## config.mk

```make
export PLATFORM = sky130hd
export DESIGN_NAME = sdram_host_adapter
export DESIGN_NICKNAME = d
export VERILOG_FILES = /design/src/rtl/sha_pkg.sv /design/src/rtl/sha_lane_mask.sv /design/src/rtl/sha_read_format.sv /design/src/rtl/sha_ctrl.sv /design/src/rtl/sdram_host_adapter.sv
export SDC_FILE = /design/constraint.sdc
export NUM_CORES = 1
export LEC_CHECK = 0
export CAP_MARGIN = 30
export CELL_PAD_IN_SITES_DETAIL_PLACEMENT = 0
export CELL_PAD_IN_SITES_GLOBAL_PLACEMENT = 1
export CORE_UTILIZATION = 29
export CTS_BUF_LIST = sky130_fd_sc_hd__clkbuf_16
export DETAILED_ROUTE_END_ITERATION = 8
export HOLD_SLACK_MARGIN = 0.1
export PLACE_DENSITY_LB_ADDON = 0.1
export SKIP_LAST_GASP = 1
export SYNTH_ARGS = -nofsm -noshare
export SYNTH_HDL_FRONTEND = slang
export SYNTH_SLANG_ARGS = --single-unit
export TNS_END_PERCENT = 20
```

## constraint.sdc

```tcl
create_clock -name clk -period 4.1 [get_ports clk]
set_input_delay 0.82 -clock clk [delete_from_list [all_inputs] [get_ports clk]]
set_output_delay 0.82 -clock clk [all_outputs]
set_load 0.02 [all_outputs]
```

## src/rtl/sha_pkg.sv

```systemverilog
package sha_pkg;
  typedef enum logic [1:0] {
    SZ_WORD = 2'b00,
    SZ_BYTE = 2'b01,
    SZ_HALF = 2'b10,
    SZ_RSVD = 2'b11
  } xfer_size_e;

  typedef enum logic {
    ST_IDLE = 1'b0,
    ST_BUSY = 1'b1
  } ctrl_state_e;
endpackage

```

## src/rtl/sha_lane_mask.sv

```systemverilog
module sha_lane_mask #(
  parameter int LANES = 4,
  localparam int SEL_W = $clog2(LANES)
) (
  input  sha_pkg::xfer_size_e size,
  input  logic [SEL_W-1:0]    offset,
  output logic [LANES-1:0]    mask_n
);
  import sha_pkg::*;

  for (genvar g = 0; g < LANES; g++) begin : g_lane
    localparam logic [SEL_W-1:0] LANE_IDX = SEL_W'(g);
    logic hit;
    always_comb begin
      unique case (size)
        SZ_BYTE: hit = (offset == LANE_IDX);
        SZ_HALF: hit = (offset[SEL_W-1:1] == LANE_IDX[SEL_W-1:1]);
        default: hit = 1'b1;
      endcase
    end
    assign mask_n[g] = ~hit;
  end
endmodule

```

## src/rtl/sha_read_format.sv

```systemverilog
module sha_read_format #(
  parameter int DATA_W       = 32,
  parameter bit ALIGN_NARROW = 1'b0,
  localparam int LANES = DATA_W / 8,
  localparam int SEL_W = $clog2(LANES)
) (
  input  sha_pkg::xfer_size_e size,
  input  logic [SEL_W-1:0]    offset,
  input  logic [DATA_W-1:0]   word_in,
  output logic [DATA_W-1:0]   word_out
);
  import sha_pkg::*;

  if (ALIGN_NARROW) begin : g_align
    logic [SEL_W-1:0]  half_off;
    logic [DATA_W-1:0] byte_shift;
    logic [DATA_W-1:0] half_shift;
    assign half_off   = {offset[SEL_W-1:1], 1'b0};
    assign byte_shift = word_in >> {offset, 3'b000};
    assign half_shift = word_in >> {half_off, 3'b000};
    always_comb begin
      unique case (size)
        SZ_BYTE: word_out = {{(DATA_W-8){1'b0}}, byte_shift[7:0]};
        SZ_HALF: word_out = {{(DATA_W-16){1'b0}}, half_shift[15:0]};
        default: word_out = word_in;
      endcase
    end
  end else begin : g_natural
    logic unused_ok;
    assign unused_ok = ^{size, offset};
    assign word_out  = word_in;
  end
endmodule

```

## src/rtl/sha_ctrl.sv

```systemverilog
module sha_ctrl (
  input  logic clk,
  input  logic rst_n,
  input  logic cs_n,
  input  logic rd_n,
  input  logic wr_n,
  input  logic mode_n,
  input  logic done,
  output logic busy_n,
  output logic rd_req,
  output logic wr_req,
  output logic mode_req,
  output logic capture,
  output logic rdata_load
);
  import sha_pkg::*;

  ctrl_state_e state_q, state_d;
  logic armed_q, armed_d;
  logic is_read_q, is_read_d;
  logic rd_req_d, wr_req_d, mode_req_d;
  logic finish;

  always_comb begin
    capture    = (state_q == ST_IDLE) && armed_q && !cs_n && (rd_n ^ wr_n);
    finish     = (state_q == ST_BUSY) && done;
    rdata_load = finish && is_read_q;

    state_d    = state_q;
    armed_d    = armed_q;
    is_read_d  = is_read_q;
    rd_req_d   = 1'b0;
    wr_req_d   = 1'b0;
    mode_req_d = 1'b0;

    if (cs_n) begin
      armed_d = 1'b1;
    end
    if (capture) begin
      state_d    = ST_BUSY;
      armed_d    = 1'b0;
      is_read_d  = !rd_n;
      rd_req_d   = !rd_n;
      wr_req_d   = !wr_n && mode_n;
      mode_req_d = !wr_n && !mode_n;
    end else if (finish) begin
      state_d = ST_IDLE;
    end
  end

  always_ff @(posedge clk or negedge rst_n) begin
    if (!rst_n) begin
      state_q   <= ST_IDLE;
      armed_q   <= 1'b0;
      is_read_q <= 1'b0;
      rd_req    <= 1'b0;
      wr_req    <= 1'b0;
      mode_req  <= 1'b0;
    end else begin
      state_q   <= state_d;
      armed_q   <= armed_d;
      is_read_q <= is_read_d;
      rd_req    <= rd_req_d;
      wr_req    <= wr_req_d;
      mode_req  <= mode_req_d;
    end
  end

  assign busy_n = (state_q == ST_IDLE);
endmodule

```

## src/rtl/sdram_host_adapter.sv

```systemverilog
module sdram_host_adapter #(
  parameter int ADDR_W       = 23,
  parameter int DATA_W       = 32,
  parameter int BANK_W       = 2,
  parameter int ROW_W        = 11,
  parameter int COL_W        = 8,
  parameter bit ALIGN_NARROW = 1'b0
) (
  input  logic              clk,
  input  logic              rst_n,
  input  logic              host_cs_n,
  input  logic              host_rd_n,
  input  logic              host_wr_n,
  input  logic              host_mode_n,
  input  logic [1:0]        host_size,
  input  logic [ADDR_W-1:0] host_addr,
  input  logic [DATA_W-1:0] host_wdata,
  output logic [DATA_W-1:0] host_rdata,
  output logic              host_busy_n,
  output logic              seq_rd_req,
  output logic              seq_wr_req,
  output logic              seq_mode_req,
  output logic [BANK_W-1:0] seq_bank,
  output logic [ROW_W-1:0]  seq_row,
  output logic [COL_W-1:0]  seq_col,
  output logic [DATA_W/8-1:0] seq_dqm_n,
  output logic [DATA_W-1:0] seq_wdata,
  input  logic [DATA_W-1:0] seq_rdata,
  input  logic              seq_done
);
  import sha_pkg::*;

  localparam int LANES   = DATA_W / 8;
  localparam int SEL_W   = $clog2(LANES);
  localparam int COL_LSB = SEL_W;
  localparam int ROW_LSB = COL_LSB + COL_W;
  localparam int BNK_LSB = ROW_LSB + ROW_W;

  // reset: asserted asynchronously, released on a clock edge
  logic [1:0] rst_sync_q;
  logic       rst_int_n;
  always_ff @(posedge clk or negedge rst_n) begin
    if (!rst_n) rst_sync_q <= 2'b00;
    else        rst_sync_q <= {rst_sync_q[0], 1'b1};
  end
  assign rst_int_n = rst_sync_q[1];

  logic capture, rdata_load;

  sha_ctrl u_ctrl (
    .clk        (clk),
    .rst_n      (rst_int_n),
    .cs_n       (host_cs_n),
    .rd_n       (host_rd_n),
    .wr_n       (host_wr_n),
    .mode_n     (host_mode_n),
    .done       (seq_done),
    .busy_n     (host_busy_n),
    .rd_req     (seq_rd_req),
    .wr_req     (seq_wr_req),
    .mode_req   (seq_mode_req),
    .capture    (capture),
    .rdata_load (rdata_load)
  );

  // request registers, loaded on acceptance
  logic [ADDR_W-1:0] addr_q;
  logic [DATA_W-1:0] wdata_q;
  xfer_size_e        size_q;
  always_ff @(posedge clk or negedge rst_int_n) begin
    if (!rst_int_n) begin
      addr_q  <= '0;
      wdata_q <= '0;
      size_q  <= SZ_WORD;
    end else if (capture) begin
      addr_q  <= host_addr;
      wdata_q <= host_wdata;
      size_q  <= xfer_size_e'(host_size);
    end
  end

  sha_lane_mask #(.LANES(LANES)) u_mask (
    .size   (size_q),
    .offset (addr_q[SEL_W-1:0]),
    .mask_n (seq_dqm_n)
  );

  logic [DATA_W-1:0] rdata_fmt;
  sha_read_format #(.DATA_W(DATA_W), .ALIGN_NARROW(ALIGN_NARROW)) u_fmt (
    .size     (size_q),
    .offset   (addr_q[SEL_W-1:0]),
    .word_in  (seq_rdata),
    .word_out (rdata_fmt)
  );

  logic [DATA_W-1:0] rdata_q;
  always_ff @(posedge clk or negedge rst_int_n) begin
    if (!rst_int_n)      rdata_q <= '0;
    else if (rdata_load) rdata_q <= rdata_fmt;
  end

  assign host_rdata = rdata_q;
  assign seq_wdata  = wdata_q;
  assign seq_col    = addr_q[COL_LSB +: COL_W];
  assign seq_row    = addr_q[ROW_LSB +: ROW_W];
  assign seq_bank   = addr_q[BNK_LSB +: BANK_W];
endmodule

```

# Word-level counts from Yosys, hierarchy flattened
# Cells that the tools add are included.
[totals]
ff_bits = 97
inputBits = 96
out_inout_bits = 93
[classes]
eq_ne = 5
n_reduce_logical = 14
n_mux = 11
n_bitwise = 7
[ops]
columns = ["cell", "n"]
rows = [
  ["case mux 1 bit (2 select lines)", 4],
  ["logical AND 1 bit", 7],
  ["2-to-1 mux 1 bit", 7],
  ["equality test 2 bit, second input constant", 3],
  ["NOT 1 bit", 6],
  ["equality test 2 x 1 -> 1 bit, second input constant", 2],
  ["logical NOT 1 bit", 4],
  ["nonzero test 2 bit", 2],
  ["logical NOT 2 bit", 1],
  ["bitwise XOR 1 bit", 1],
]

# Logic depth before layout (Yosys ltp)
[depth]
depth_word = 5
mapped_depth = 5

# Modules after synthesis
# A second synthesis with hierarchy kept.
[hier_totals]
cells_unflattened = 279
area_unflattened_um2 = 4235.3
[by_module_without_submodules]
columns = ["module", "area_each_um2", "instances", "cells_per_inst"]
rows = [
  ["sdram_host_adapter", 3647.2, 1, 212],
  ["sha_ctrl", 266.5, 1, 23],
  ["sha_read_format", 240.2, 1, 32],
  ["sha_lane_mask", 81.3, 1, 12],
]

# Worst setup path after synthesis
# OpenSTA, ideal clock, no wires.
[synth_timing]
path_kind = "input to register"
startpoint = "input port host_wr_n"
endpoint = "register addr_q[12]"
setup_slack_ns = 2.137
arrival_time_ns = 1.838
n_path_buf = 2
stages = 5
cell_sequence = "and2b_1 o21ai_2 buf_6 buf_6 mux2_4"
[synth_between]
elab_chain_len = 2
[synth_lines]
columns = ["element", "line", "text"]
rows = [
  ["start: declaration", "sdram_host_adapter.sv:13", "input logic host_wr_n,"],
  ["bitwise XOR 1 bit", "sha_ctrl.sv:25", "capture = (state_q == ST_IDLE) && armed_q && !cs_n && (rd_n ^ wr_n);"],
  ["logical AND 1 bit", "sha_ctrl.sv:25", ""],
  ["end signal: assignment", "sdram_host_adapter.sv:76", "addr_q <= host_addr;"],
  ["end: declaration", "sdram_host_adapter.sv:67", "logic [ADDR_W-1:0] addr_q;"],
]
# Every way passes these cells.
# A chain may end at the register's enable or synchronous reset.

# Worst setup path in the final report
[layout_timing]
startpoint = "register size_q[1]"
endpoint = "output port seq_dqm_n[0]"
[layout_between]
elab_chain_len = 3
[layout_lines]
columns = ["element", "line", "text"]
rows = [
  ["start: declaration", "sdram_host_adapter.sv:69", "xfer_size_e size_q;"],
  ["start signal: assignment", "sdram_host_adapter.sv:78", "size_q <= xfer_size_e'(host_size);"],
  ["equality test 2 bit or equality test 2 x 1 -> 1 bit (tied branches)", "sha_lane_mask.sv:15", "unique case (size)"],
  ["case mux 1 bit (2 select lines) *", "sha_lane_mask.sv:15", ""],
  ["NOT 1 bit *", "sha_lane_mask.sv:21", "assign mask_n[g] = ~hit;"],
  ["end: declaration", "sdram_host_adapter.sv:26", "output logic [DATA_W/8-1:0] seq_dqm_n,"],
]
# Every way passes the cells marked *; elsewhere a longest branch is shown, timed or not.

==> qor.yml <==
synth_top_area_share_pct: 62.9
die_x_microns: 117
holdBufCountCts: 0
antenna_cells: 0
required_ps: 3280
insertion_delay_ps: 340
peakVddDrop_uv: 402
die_area_sq_um: 13800
firstDrtPassIters: 3
initial_core_util_pct: 30.1
fin_crit_sh_pct: 67.1
post_cts_buffers: 0
synth_area_per_cell_sq_um: 15.8
row_count: 41
h-tree-depth: 3
gr-total-overflow: 0
finClkSkew_ps: 7.10
p_total_mw: 4.09
timing.final.hold_violations: 0
grt_pass1_wl_microns: 14100
postRouteAntennaNets: 0
cts_tree: "done"
start_kind: "flip-flop"
setup_viol: 0
synthCells: 245
cp-end-kind: "output port"
vias: 2528
cts_root_buf: "clkbuf_16"
dr.first_iter.drc_count: 43
wire_per_inst_microns: 14.6
p_per_area_nw_per_um2: 673
syn-num-nets: 343
worstPathMaxFanout: 3
clk_pin_slew_ps: 70
yosys.cell_types.count: 23
vias_per_cell: 4.25
maxSlewHeadroom_pct: 60.1
maxCapViolations: 0
cp_num_buf_inv: 2
cts_made_buffers: 9
setup_tns_ps: 0
yosysTopAreaCell: "dfrtp_1"
netlist_area_sq_um: 3860
critPathKind: "reg2out"
die_h_microns: 117
yosysWarnings: 0
drv_slew: 0
clock_sinks: 97
setup_ws_ps: 1350
pin_count: 189
yosysSeqAreaShare_pct: 62.9
dp.final_hpwl_microns: 6310
cp.arrival_ps: 1930
grt_antenna_before_repair: 0
fin_nets: 516
fmax_ghz: 0.364
mostFrequentLayoutCell: "clkdlybuf4s50_1"
post-place-ws_ps: 1250
grt_max_degree: 50
worstMarginPinSlew_ps: 596
rsz0062_at_grt: "no"
drc_errors: 0
cp_slowest_cell: "clkdlybuf4s50_1"
drive_above_1_share_pct: 26.0
port_buffers: 188
ys_seq_elements: 97
mostFrequentLayoutCells: "clkdlybuf4s50_1 (188), dfrtp_1 (96), mux2_2 (81)"
cts_resized: 0
grt_pass1_vias: 2726
area_growth_pct: 57.2
cellLeakagePower_nw: 2.59
run_status: "complete, no violations"
max_stage_delay_ps: 620
clockBufferDepth: 2
track_usage_pct: 13.3
hold_path.class: "reg2async"
worstPathCellList: "inv_1, ha_1, a21o_1, a21oi_1, clkdlybuf4s50_1"
crit_family: "buffers and inverters"
synthTopCellsByArea: "dfrtp_1 (63%), mux2_2 (24%), buf_4 (4.5%)"
coreArea_sq_um: 12800
period_needed_ps: 2750
finalWirelength_microns: 8680
place_congestion: 0.694
## per-layer routing
layer	wire length, microns	up-vias	part of all wire [%]	track usage (%)
met1	3480	1245	40	14.7
met4	134	0	1.5	5.36
met2	4160	110	48	21.4
li1	-	1164	-	-
met5	0	-	0	0
met3	912	9	11	7.10
## cells by family after synthesis
kind of cell    after synthesis  share of synthesized area, %
compound gates               11                          1.85
fa+ha+maj                     2                         0.648
buf+inv                      36                          6.29
flops                        97                          62.9
mux                          89                          26.7
other cells                   1                        0.0971
simple gates                  9                          1.52
## state kept, by name (all words and copies together), names as in the netlist
signal / cells
u_ctrl.state_q: 1
u_ctrl.rd_req: 1
u_ctrl.mode_req: 1
rst_sync_q: 2
addr_q: 23
u_ctrl.armed_q: 1
size_q: 2
u_ctrl.is_read_q: 1
u_ctrl.wr_req: 1
seq_wdata: 32
host_rdata: 32
## metrics by stage
stage	std cells	area, sq um	util (%)	hold WS (ps)
after floorplan	245	3860	-	331
after global placement	578	5780	45.1	339
after detailed placement	579	5800	45.3	341
after CTS	595	6070	47.3	339
final	595	6070	47.3	320
after global routing	595	6070	47.3	366
## final timing paths
check,depth (start not counted),slack (ps),endpoint,from
setup / recovery,5,1350,seq_dqm_n[0],size_q[1]
hold / removal,0,320,u_ctrl.armed_q,rst_sync_q[1]
setup reg to reg,3,2290,host_rdata[24],u_ctrl.state_q
hold reg to reg,0,320,u_ctrl.armed_q,rst_sync_q[1]
max in group asynchronous,1,3110,host_rdata[15],rst_sync_q[1]
min in group clk,0,360,rst_sync_q[1],rst_sync_q[0]
## cells in the mapped netlist (all sizes together)
| cell type | instances |
|---|---|
| conb | 1 |
| a22oi | 1 |
| a21o | 2 |
| and2b | 1 |
| mux2 | 89 |
| nand2 | 2 |
| nand3 | 1 |
| inv | 6 |
| buf | 30 |
| nor2 | 2 |
| o21ai | 2 |
| and3 | 1 |
| nor3b | 1 |
| a21oi | 4 |
| nor2b | 1 |
| dfrtp | 97 |
| a21boi | 1 |
| ha | 2 |
| o21a | 1 |
## where the power goes
part / internal, mW / switching (mW)
Combinational: 1.02 / 0.815
Sequential: 1.32 / 0.186
Clock: 0.404 / 0.344
Total: 2.74 / 1.34
## cell type report
| type | instances | area, sq um |
|---|---|---|
| tap | 172 | 215 |
| clock inverter | 7 | 38.8 |
| multi-input combinational | 112 | 1200 |
| timing repair buffer | 192 | 1940 |
| inverter | 6 | 22.5 |
| sequential | 97 | 2430 |
| clock buffer | 9 | 225 |
| fill | 1172 | 6760 |
Power figures use the tool's default switching activity.
